## config.mk

```make
export PLATFORM = sky130hd
export DESIGN_NAME = exc_bank_sel
export DESIGN_NICKNAME = d
export VERILOG_FILES = /design/src/rtl/exc_bank_pkg.sv /design/src/rtl/exc_bank_regs.sv /design/src/rtl/exc_bank_pend.sv /design/src/rtl/exc_bank_arb.sv /design/src/rtl/exc_bank_sel.sv
export SDC_FILE = /design/constraint.sdc
export NUM_CORES = 1
export LEC_CHECK = 0
export ABC_AREA = 1
export BUFFER_PORTS_ARGS = -buffer_cell sky130_fd_sc_hd__buf_4
export CAP_MARGIN = 20
export CORE_ASPECT_RATIO = 0.8
export CORE_UTILIZATION = 62
export CTS_BUF_LIST = sky130_fd_sc_hd__clkbuf_8
export DETAILED_ROUTE_END_ITERATION = 8
export PLACE_DENSITY = 0.83
export SLEW_MARGIN = 20
export SYNTH_ARGS = -nofsm -noshare
export SYNTH_HDL_FRONTEND = slang
export SYNTH_SLANG_ARGS = --single-unit
```

## constraint.sdc

```tcl
create_clock -name clk -period 33.7 [get_ports clk]
set_input_delay 5.055 -clock clk [delete_from_list [all_inputs] [get_ports clk]]
set_output_delay 5.055 -clock clk [all_outputs]
set_load 0.005 [all_outputs]
```

## src/rtl/exc_bank_pkg.sv

```systemverilog
package exc_bank_pkg;
  typedef logic signed [9:0] prio_t;

  // candidate slots, ordered by exception number, Secure copy first
  localparam int SLOT_NMI    = 0;
  localparam int SLOT_HF     = 1;
  localparam int SLOT_SF     = 2;
  localparam int SLOT_SVC_S  = 3;
  localparam int SLOT_SVC_NS = 4;
  localparam int SLOT_PSV_S  = 5;
  localparam int SLOT_PSV_NS = 6;
  localparam int SLOT_TCK_S  = 7;
  localparam int SLOT_TCK_NS = 8;
  localparam int SLOT_IRQ0   = 9;

  localparam prio_t PRI_NMI    = -10'sd2;
  localparam prio_t PRI_HF     = -10'sd1;
  localparam prio_t PRI_HF_ESC = -10'sd3;

  // exception number of a candidate slot
  function automatic int slot_num(int slot);
    case (slot)
      SLOT_NMI:                 return 2;
      SLOT_HF:                  return 3;
      SLOT_SF:                  return 7;
      SLOT_SVC_S, SLOT_SVC_NS:  return 11;
      SLOT_PSV_S, SLOT_PSV_NS:  return 14;
      SLOT_TCK_S, SLOT_TCK_NS:  return 15;
      default:                  return 16 + slot - SLOT_IRQ0;
    endcase
  endfunction

  function automatic prio_t cfg_pri(logic [7:0] p);
    return prio_t'({2'b00, p});
  endfunction

  // a Non-secure view may touch an interrupt byte only if that interrupt is Non-secure
  function automatic logic irq_lane_ok(logic view_s, logic tgt_ns);
    return view_s || tgt_ns;
  endfunction
endpackage

```

## src/rtl/exc_bank_regs.sv

```systemverilog
module exc_bank_regs
  import exc_bank_pkg::*;
#(
  parameter int          N_IRQ    = 8,
  parameter int          ADDR_W   = 4,
  parameter logic [1:0]  ST_BANKS = 2'b11
) (
  input  logic                    clk,
  input  logic                    rst_n,
  input  logic                    bus_wr,
  input  logic                    bus_secure,
  input  logic                    bus_alias,
  input  logic [ADDR_W-1:0]       bus_addr,
  input  logic [31:0]             bus_wdata,
  input  logic [1:0]              psv_pend,
  output logic [31:0]             bus_rdata,
  output logic [1:0][7:0]         svc_pri,
  output logic [1:0][7:0]         psv_pri,
  output logic [1:0][7:0]         tick_pri,
  output logic [7:0]              sf_pri,
  output logic                    nmi_ns,
  output logic [N_IRQ-1:0]        irq_tgt_ns,
  output logic [N_IRQ-1:0][7:0]   irq_pri,
  output logic [1:0]              psv_set,
  output logic [1:0]              psv_clr
);
  localparam int PRI_BASE  = 4;
  localparam int PRI_WORDS = N_IRQ / 4;

  logic view_s, vb;
  logic hit_ctrl, hit_pri, hit_tgt, hit_ipri;
  int   word_sel;

  assign view_s   = bus_secure && !bus_alias;
  assign vb       = view_s;
  assign hit_ctrl = bus_addr == ADDR_W'(0);
  assign hit_pri  = bus_addr == ADDR_W'(1);
  assign hit_tgt  = bus_addr == ADDR_W'(2);
  assign hit_ipri = int'(bus_addr) >= PRI_BASE && int'(bus_addr) < PRI_BASE + PRI_WORDS;
  assign word_sel = int'(bus_addr) - PRI_BASE;

  // deferred-service controls of the view's bank; clear dominates set
  assign psv_set[1] = bus_wr && hit_ctrl &&  view_s && bus_wdata[0] && !bus_wdata[1];
  assign psv_set[0] = bus_wr && hit_ctrl && !view_s && bus_wdata[0] && !bus_wdata[1];
  assign psv_clr[1] = bus_wr && hit_ctrl &&  view_s && bus_wdata[1];
  assign psv_clr[0] = bus_wr && hit_ctrl && !view_s && bus_wdata[1];

  always_ff @(posedge clk) begin
    if (!rst_n) begin
      svc_pri    <= '0;
      psv_pri    <= '0;
      tick_pri   <= '0;
      sf_pri     <= '0;
      nmi_ns     <= 1'b0;
      irq_tgt_ns <= '0;
      irq_pri    <= '0;
    end else if (bus_wr) begin
      if (hit_ctrl && view_s) nmi_ns <= bus_wdata[8];
      if (hit_pri) begin
        svc_pri[vb] <= bus_wdata[7:0];
        psv_pri[vb] <= bus_wdata[15:8];
        if (ST_BANKS[vb]) tick_pri[vb] <= bus_wdata[23:16];
        if (view_s) sf_pri <= bus_wdata[31:24];
      end
      if (hit_tgt && view_s) irq_tgt_ns <= bus_wdata[N_IRQ-1:0];
      for (int i = 0; i < N_IRQ; i++) begin
        if (hit_ipri && word_sel == i / 4 && irq_lane_ok(view_s, irq_tgt_ns[i]))
          irq_pri[i] <= bus_wdata[(i % 4) * 8 +: 8];
      end
    end
  end

  always_comb begin
    bus_rdata = '0;
    if (hit_ctrl) begin
      bus_rdata[0] = psv_pend[vb];
      bus_rdata[8] = view_s && nmi_ns;
    end
    if (hit_pri)
      bus_rdata = {view_s ? sf_pri : 8'h00, tick_pri[vb], psv_pri[vb], svc_pri[vb]};
    if (hit_tgt && view_s)
      bus_rdata[N_IRQ-1:0] = irq_tgt_ns;
    for (int i = 0; i < N_IRQ; i++) begin
      if (hit_ipri && word_sel == i / 4 && irq_lane_ok(view_s, irq_tgt_ns[i]))
        bus_rdata[(i % 4) * 8 +: 8] = irq_pri[i];
    end
  end

  // the Non-secure view never alters Secure-only state
  a_r9_ns_view_protect: assert property (@(posedge clk) disable iff (!rst_n)
    (bus_wr && !view_s) |=> ($stable(irq_tgt_ns) && $stable(nmi_ns) && $stable(sf_pri)));
endmodule

```

## src/rtl/exc_bank_pend.sv

```systemverilog
module exc_bank_pend
  import exc_bank_pkg::*;
#(
  parameter int          N_IRQ    = 8,
  parameter logic [1:0]  ST_BANKS = 2'b11,
  localparam int         NC       = SLOT_IRQ0 + N_IRQ,
  localparam int         IW       = $clog2(NC)
) (
  input  logic              clk,
  input  logic              rst_n,
  input  logic              cur_secure,
  input  logic              nmi_req,
  input  logic              sec_viol,
  input  logic              sf_req,
  input  logic              svc_req,
  input  logic [1:0]        tick_req,
  input  logic [N_IRQ-1:0]  irq_req,
  input  logic [1:0]        psv_set,
  input  logic [1:0]        psv_clr,
  input  logic              take,
  input  logic              win_valid,
  input  logic [IW-1:0]     win_idx,
  output logic [NC-1:0]     cand_valid,
  output logic [1:0]        psv_pend
);
  logic [NC-1:0] pend, set_vec, clr_vec;
  logic [1:0]    tick_set;

  for (genvar b = 0; b < 2; b++) begin : g_tick
    if (ST_BANKS[b]) begin : g_on
      assign tick_set[b] = tick_req[b];
    end else begin : g_off
      assign tick_set[b] = 1'b0;
    end
  end

  always_comb begin
    set_vec = '0;
    set_vec[SLOT_NMI]    = nmi_req;
    set_vec[SLOT_HF]     = sec_viol;
    set_vec[SLOT_SF]     = sf_req;
    set_vec[SLOT_SVC_S]  = svc_req &&  cur_secure;
    set_vec[SLOT_SVC_NS] = svc_req && !cur_secure;
    set_vec[SLOT_PSV_S]  = psv_set[1];
    set_vec[SLOT_PSV_NS] = psv_set[0];
    set_vec[SLOT_TCK_S]  = tick_set[1];
    set_vec[SLOT_TCK_NS] = tick_set[0];
    set_vec[SLOT_IRQ0 +: N_IRQ] = irq_req;
    clr_vec = '0;
    for (int k = 0; k < NC; k++)
      if (take && win_valid && win_idx == IW'(k)) clr_vec[k] = 1'b1;
    clr_vec[SLOT_PSV_S]  = clr_vec[SLOT_PSV_S]  | psv_clr[1];
    clr_vec[SLOT_PSV_NS] = clr_vec[SLOT_PSV_NS] | psv_clr[0];
  end

  always_ff @(posedge clk) begin
    if (!rst_n) pend <= '0;
    else        pend <= (pend & ~clr_vec) | set_vec;
  end

  assign cand_valid = pend;
  assign psv_pend   = {pend[SLOT_PSV_S], pend[SLOT_PSV_NS]};

  for (genvar k = 0; k < NC; k++) begin : g_chk
    // a taken slot empties unless refilled in the same cycle
    a_r14_take_clears: assert property (@(posedge clk) disable iff (!rst_n)
      (take && win_valid && win_idx == IW'(k) && !set_vec[k]) |=> !pend[k]);
  end
endmodule

```

## src/rtl/exc_bank_arb.sv

```systemverilog
module exc_bank_arb
  import exc_bank_pkg::*;
#(
  parameter int  N_IRQ = 8,
  localparam int NC    = SLOT_IRQ0 + N_IRQ,
  localparam int IW    = $clog2(NC)
) (
  input  logic           clk,
  input  logic           rst_n,
  input  logic [NC-1:0]  cand_valid,
  input  prio_t          cand_pri [NC],
  input  logic [NC-1:0]  cand_ns,
  output logic           win_valid,
  output logic [IW-1:0]  win_idx,
  output prio_t          win_pri,
  output logic           win_ns
);
  // ascending slot scan with strict compare: ties keep the earlier slot
  always_comb begin
    win_valid = 1'b0;
    win_idx   = '0;
    win_pri   = '0;
    win_ns    = 1'b0;
    for (int k = 0; k < NC; k++) begin
      if (cand_valid[k] && (!win_valid || cand_pri[k] < win_pri)) begin
        win_valid = 1'b1;
        win_idx   = IW'(k);
        win_pri   = cand_pri[k];
        win_ns    = cand_ns[k];
      end
    end
  end

  // the reported winner is pending
  a_r12_winner_pending: assert property (@(posedge clk) disable iff (!rst_n)
    win_valid |-> cand_valid[win_idx]);

  for (genvar k = 0; k < NC; k++) begin : g_chk
    // no pending candidate is strictly more urgent than the winner
    a_r12_none_better: assert property (@(posedge clk) disable iff (!rst_n)
      (win_valid && cand_valid[k]) |-> !(cand_pri[k] < win_pri));
  end
endmodule

```

## src/rtl/exc_bank_sel.sv

```systemverilog
module exc_bank_sel
  import exc_bank_pkg::*;
#(
  parameter int          N_IRQ    = 8,
  parameter int          ADDR_W   = 4,
  parameter logic [1:0]  ST_BANKS = 2'b11
) (
  input  logic                clk,
  input  logic                rst_n,
  input  logic                cur_secure,
  input  logic signed [9:0]   cur_pri,
  input  logic                in_nmi_ns,
  input  logic                nmi_req,
  input  logic                sec_viol,
  input  logic                sf_req,
  input  logic                svc_req,
  input  logic [1:0]          tick_req,
  input  logic [N_IRQ-1:0]    irq_req,
  input  logic                take,
  input  logic                bus_wr,
  input  logic                bus_secure,
  input  logic                bus_alias,
  input  logic [ADDR_W-1:0]   bus_addr,
  input  logic [31:0]         bus_wdata,
  output logic [31:0]         bus_rdata,
  output logic                win_valid,
  output logic [7:0]          win_num,
  output logic                win_ns,
  output logic                preempt
);
  localparam int NC = SLOT_IRQ0 + N_IRQ;
  localparam int IW = $clog2(NC);

  logic [1:0][7:0]       svc_pri, psv_pri, tick_pri;
  logic [7:0]            sf_pri;
  logic                  nmi_ns;
  logic [N_IRQ-1:0]      irq_tgt_ns;
  logic [N_IRQ-1:0][7:0] irq_pri;
  logic [1:0]            psv_set, psv_clr, psv_pend;
  logic [NC-1:0]         cand_valid, cand_ns;
  prio_t                 cand_pri [NC];
  logic [IW-1:0]         win_idx;
  prio_t                 win_pri;

  exc_bank_regs #(.N_IRQ(N_IRQ), .ADDR_W(ADDR_W), .ST_BANKS(ST_BANKS)) u_regs (
    .clk, .rst_n, .bus_wr, .bus_secure, .bus_alias, .bus_addr, .bus_wdata,
    .psv_pend, .bus_rdata, .svc_pri, .psv_pri, .tick_pri, .sf_pri, .nmi_ns,
    .irq_tgt_ns, .irq_pri, .psv_set, .psv_clr);

  exc_bank_pend #(.N_IRQ(N_IRQ), .ST_BANKS(ST_BANKS)) u_pend (
    .clk, .rst_n, .cur_secure, .nmi_req, .sec_viol, .sf_req, .svc_req, .tick_req,
    .irq_req, .psv_set, .psv_clr, .take, .win_valid, .win_idx, .cand_valid, .psv_pend);

  always_comb begin
    cand_pri[SLOT_NMI]    = PRI_NMI;
    cand_pri[SLOT_HF]     = in_nmi_ns ? PRI_HF_ESC : PRI_HF;
    cand_pri[SLOT_SF]     = cfg_pri(sf_pri);
    cand_pri[SLOT_SVC_S]  = cfg_pri(svc_pri[1]);
    cand_pri[SLOT_SVC_NS] = cfg_pri(svc_pri[0]);
    cand_pri[SLOT_PSV_S]  = cfg_pri(psv_pri[1]);
    cand_pri[SLOT_PSV_NS] = cfg_pri(psv_pri[0]);
    cand_pri[SLOT_TCK_S]  = cfg_pri(tick_pri[1]);
    cand_pri[SLOT_TCK_NS] = cfg_pri(tick_pri[0]);
    for (int i = 0; i < N_IRQ; i++) cand_pri[SLOT_IRQ0 + i] = cfg_pri(irq_pri[i]);
    cand_ns = '0;
    cand_ns[SLOT_NMI]    = nmi_ns;
    cand_ns[SLOT_SVC_NS] = 1'b1;
    cand_ns[SLOT_PSV_NS] = 1'b1;
    cand_ns[SLOT_TCK_NS] = 1'b1;
    cand_ns[SLOT_IRQ0 +: N_IRQ] = irq_tgt_ns;
  end

  exc_bank_arb #(.N_IRQ(N_IRQ)) u_arb (
    .clk, .rst_n, .cand_valid, .cand_pri, .cand_ns,
    .win_valid, .win_idx, .win_pri, .win_ns);

  assign win_num = 8'(slot_num(int'(win_idx)));
  assign preempt = win_valid && (win_pri < cur_pri);

  // a Secure NMI handler cannot be preempted
  a_r3_nmi_hold: assert property (@(posedge clk) disable iff (!rst_n)
    (cur_pri <= -10'sd2 && !in_nmi_ns) |-> !preempt);
  // the hard fault is always handled Secure
  a_r4_hf_secure: assert property (@(posedge clk) disable iff (!rst_n)
    (win_valid && win_num == 8'd3) |-> !win_ns);
  // the security-check fault is always handled Secure
  a_r10_sf_secure: assert property (@(posedge clk) disable iff (!rst_n)
    (win_valid && win_num == 8'd7) |-> !win_ns);
  // a preempt request needs a winner
  a_r13_preempt_winner: assert property (@(posedge clk) disable iff (!rst_n)
    preempt |-> win_valid);
endmodule

```

==> flow_metrics.env <==
export IMPL_final_setup_tns_ns=0
export IMPL_slew_headroom_pct=32.8
export IMPL_status="complete, no violations"
export IMPL_hold_path_depth=2
export IMPL_post_synth_top_count_cell="nand2_1"
export IMPL_p_leak_nw=5.56
export IMPL_synth_area_mux_share_pct=0
export IMPL_cts_sinks=146
export IMPL_synth_ff_type="dfxtp_1"
export IMPL_clock_latency_ns=0.48
export IMPL_power_switching_mw=0.183
export IMPL_core_area_um2=17400
export IMPL_avgRoutedWirePerCell_um=20.7
export IMPL_grt_pass1_wl_um=60500
export IMPL_internal_power_mw=0.293
export IMPL_fmax_ghz=0.0315
export IMPL_yosys_warnings=0
export IMPL_postLayoutCoreUtil_pct=70.1
export IMPL_async_flop_share_pct=0
export IMPL_startpoint="in_nmi_ns"
export IMPL_synth_top_cell_area_share_pct=26.5
export IMPL_cpMostUsedCell="o21ai_0"
export IMPL_synthTopCellsByCount="381 x nand2_1, 233 x o21ai_0, 163 x nor2_1, 156 x a21oi_1, 146 x dfxtp_1"
export IMPL_clockBufferDepth=2
export IMPL_busiest_layer="met1"
export IMPL_slowest_delay_ns=0.42
export IMPL_dp_hpwl_um=31400
export IMPL_synth_seq_cells=146
export IMPL_met1_usage_pct=64.0
export IMPL_final_antenna_net_count=0
export IMPL_rows=43
export IMPL_grt_max_degree=84
export IMPL_reg2reg_from="u_pend.cand_valid[1]"
export IMPL_first_pass_iters=6
export IMPL_hold_viol_final=0
export IMPL_timing_final_crit_share_pct=94.2
export IMPL_placed_area_um2=11800
export IMPL_synth_xor_area_share_pct=0.0795
export IMPL_track_usage_pct=44.6
export IMPL_maxCapViolCount=0
export IMPL_synth_edf_count=0
export IMPL_via_per_inst=6.22
export IMPL_seqCellArea_um2=2920
export IMPL_gr_total_overflow=0
export IMPL_gp_congestion=1.02
export IMPL_syn_avg_cell_area_um2=6.57
export IMPL_fin_crit_ns=31.73
export IMPL_peakVddDrop_v=0.0000235
export IMPL_cts_buffers=17
export IMPL_min_path_type="register to register"
export IMPL_fin_worst_skew_ns=0.0195
export IMPL_die_h_um=121
export IMPL_tritoncts="built"
export IMPL_antenna_found_initial=1
export IMPL_io_pins=111
export IMPL_synth_area_um2=11000
export IMPL_drc=0
export IMPL_drive_above_1_share_pct=13.1
export IMPL_cts_root_buf="clkbuf_8"
export IMPL_power_clock_fraction_pct=28.8
export IMPL_fp_dieW_um=151
export IMPL_use_met3_pct=15.3
export IMPL_tightest_slew_ns=1.01
export IMPL_slew_viol_final=0
export IMPL_post_cts_setup_buffers=0
export IMPL_synthAdderAreaFrac_pct=12.7
export IMPL_final_net_count=1920
export IMPL_areaGrowthSynthToFinish_pct=10.5
export IMPL_yosys_cell_types_count=41
export IMPL_pwr_share_seq_pct=37.7
export IMPL_n_fill_cell=1528
export IMPL_rsz0062_at_grt="no"
export IMPL_diodes=0
export IMPL_setup_violations=0
export IMPL_cts_htree_levels=4
export IMPL_combPwrFrac_pct=33.5
export IMPL_netlist_top_cells_area="dfxtp_1 27%, nand2_1 13%, ha_1 13%"
export IMPL_arrival_ns=26.68
export IMPL_worstSetupEndpointType="output port"
export IMPL_yosysSeqAreaShare_pct=26.5
export IMPL_stdcell_area_um2=12200
export IMPL_initial_core_util_pct=63.4
export IMPL_endpoint="preempt"
export IMPL_startpoint_type="primary input"
export IMPL_slowest_stage="a2111oi_1"
export IMPL_synth_top_family_by_area="simple AND/OR/NAND/NOR gates"
export IMPL_path_class="primary input to output port"
export IMPL_drt_total_wl_um=40900
export IMPL_design_die_area_um2=18300
export IMPL_cp_max_fo=28
export IMPL_r2r_cells=123
export IMPL_swShare_pct=38.5
export IMPL_power_density_nw_per_um2=39.1
export IMPL_ctsHoldBuffers=0
export IMPL_grt_pass1_vias=10600
export IMPL_yosysTopAreaCell="dfxtp_1"
export IMPL_cp_data_required_time_ns=28.64
export IMPL_multi_input_area_um2=7170
export IMPL_vias=12300
export IMPL_synth_compound_area_share_pct=21.8
export IMPL_drtIter0Drc=1922
export IMPL_io_buffers=107
export IMPL_syn_inst=1677
export IMPL_synthSimpleGateAreaFrac_pct=30.2
export IMPL_r2r_end="u_pend.cand_valid[12]"
export IMPL_use_met2_pct=60.8
export IMPL_r2r_setup_slack_ns=10.92
export IMPL_hold_ws_ns=0.505
export IMPL_clk_pin_slew_worst_paths_ns=0.08
[critical path: cells and delay by family]
kind	cells	cell delay [ns]
adder cells (fa/ha/maj)	15	4.59
buffers and inverters	5	0.59
AO/OA/AOI/OAI	53	10.44
AND/OR/NAND/NOR	53	5.98
[flip-flops by register name (all words and copies together), names as in the netlist]
| signal | flops |
|---|---|
| u_regs.svc_pri | 16 |
| u_regs.tick_pri | 16 |
| u_regs.nmi_ns | 1 |
| u_regs.irq_pri | 64 |
| u_pend.cand_valid | 17 |
| u_regs.irq_tgt_ns | 8 |
| u_regs.sf_pri | 8 |
| u_regs.psv_pri | 16 |
[worst min-delay path by stage]
stage                          from                   end  slack, ns
2_1_floorplan    u_regs.irq_pri[57]    u_regs.irq_pri[57]       0.46
3_3_place_gp     u_regs.irq_pri[62]    u_regs.irq_pri[62]       0.48
3_5_place_dp     u_regs.irq_pri[62]    u_regs.irq_pri[62]       0.49
4_1_cts          u_regs.irq_pri[62]    u_regs.irq_pri[62]       0.50
5_1_grt          u_regs.irq_pri[63]    u_regs.irq_pri[63]       0.51
6_report       u_regs.irq_tgt_ns[6]  u_regs.irq_tgt_ns[6]       0.50
[layout by cell type (no fill, tap or decap), drive strengths merged, types with 18 or more instances in the layout]
| cell type | instances |
|---|---|
| buf | 119 |
| dfxtp | 146 |
| clkbuf | 20 |
| nand2 | 427 |
| o21ai | 246 |
| a21oi | 156 |
| o211ai | 18 |
| ha | 112 |
| nor2 | 168 |
| nand3 | 121 |
| inv | 141 |
| nor4 | 18 |
[timing repair]
action,4_1_cts,5_1_grt
resized for setup,0,14
endpoints found under the hold margin,0,0
endpoints found under the setup margin,0,6
[area by class of cell]
cell class / count / area share [%]
multi-input cells: 1315 / 58.9
flip-flops and latches: 146 / 24.0
repair buffers: 120 / 7.40
inverters: 140 / 4.32
well taps: 225 / 2.31
clock buffers: 19 / 2.15
clock inverters: 13 / 0.945
[power by group through the flow]
| stage | registers, mW | logic, mW | clock network [mW] |
|---|---|---|---|
| after floorplan | 0.181 | 0.108 | 0 |
| after global placement | 0.183 | 0.151 | 0 |
| after detailed placement | 0.183 | 0.153 | 0 |
| after CTS | 0.179 | 0.154 | 0.135 |
| after global routing | 0.180 | 0.176 | 0.142 |
| final | 0.180 | 0.159 | 0.137 |
[stage by stage]
stage | power, mW | cells | worst slack [ns]
final | 0.476 | 1978 | 1.97
after floorplan | 0.289 | 1679 | 5.34
after global routing | 0.498 | 1978 | 0.0644
after detailed placement | 0.336 | 1945 | 1.72
after CTS | 0.468 | 1977 | 1.67
after global placement | 0.334 | 1945 | 1.92
[layer usage]
layer | share of wire [%] | wire, um
met5 | 0 | 0
met4 | 3.5 | 1450
met3 | 16 | 6420
met2 | 39 | 16100
met1 | 41 | 16900
[cell families after synthesis]
logic type	Yosys count
AOI/OAI and AO/OA	450
xor gates and xnor gates	1
adders and majority gates	112
buffers and inverters	218
DFF	146
other	1
and+or+nand+nor	749
No activity file was read; power rests on OpenSTA's default activity.
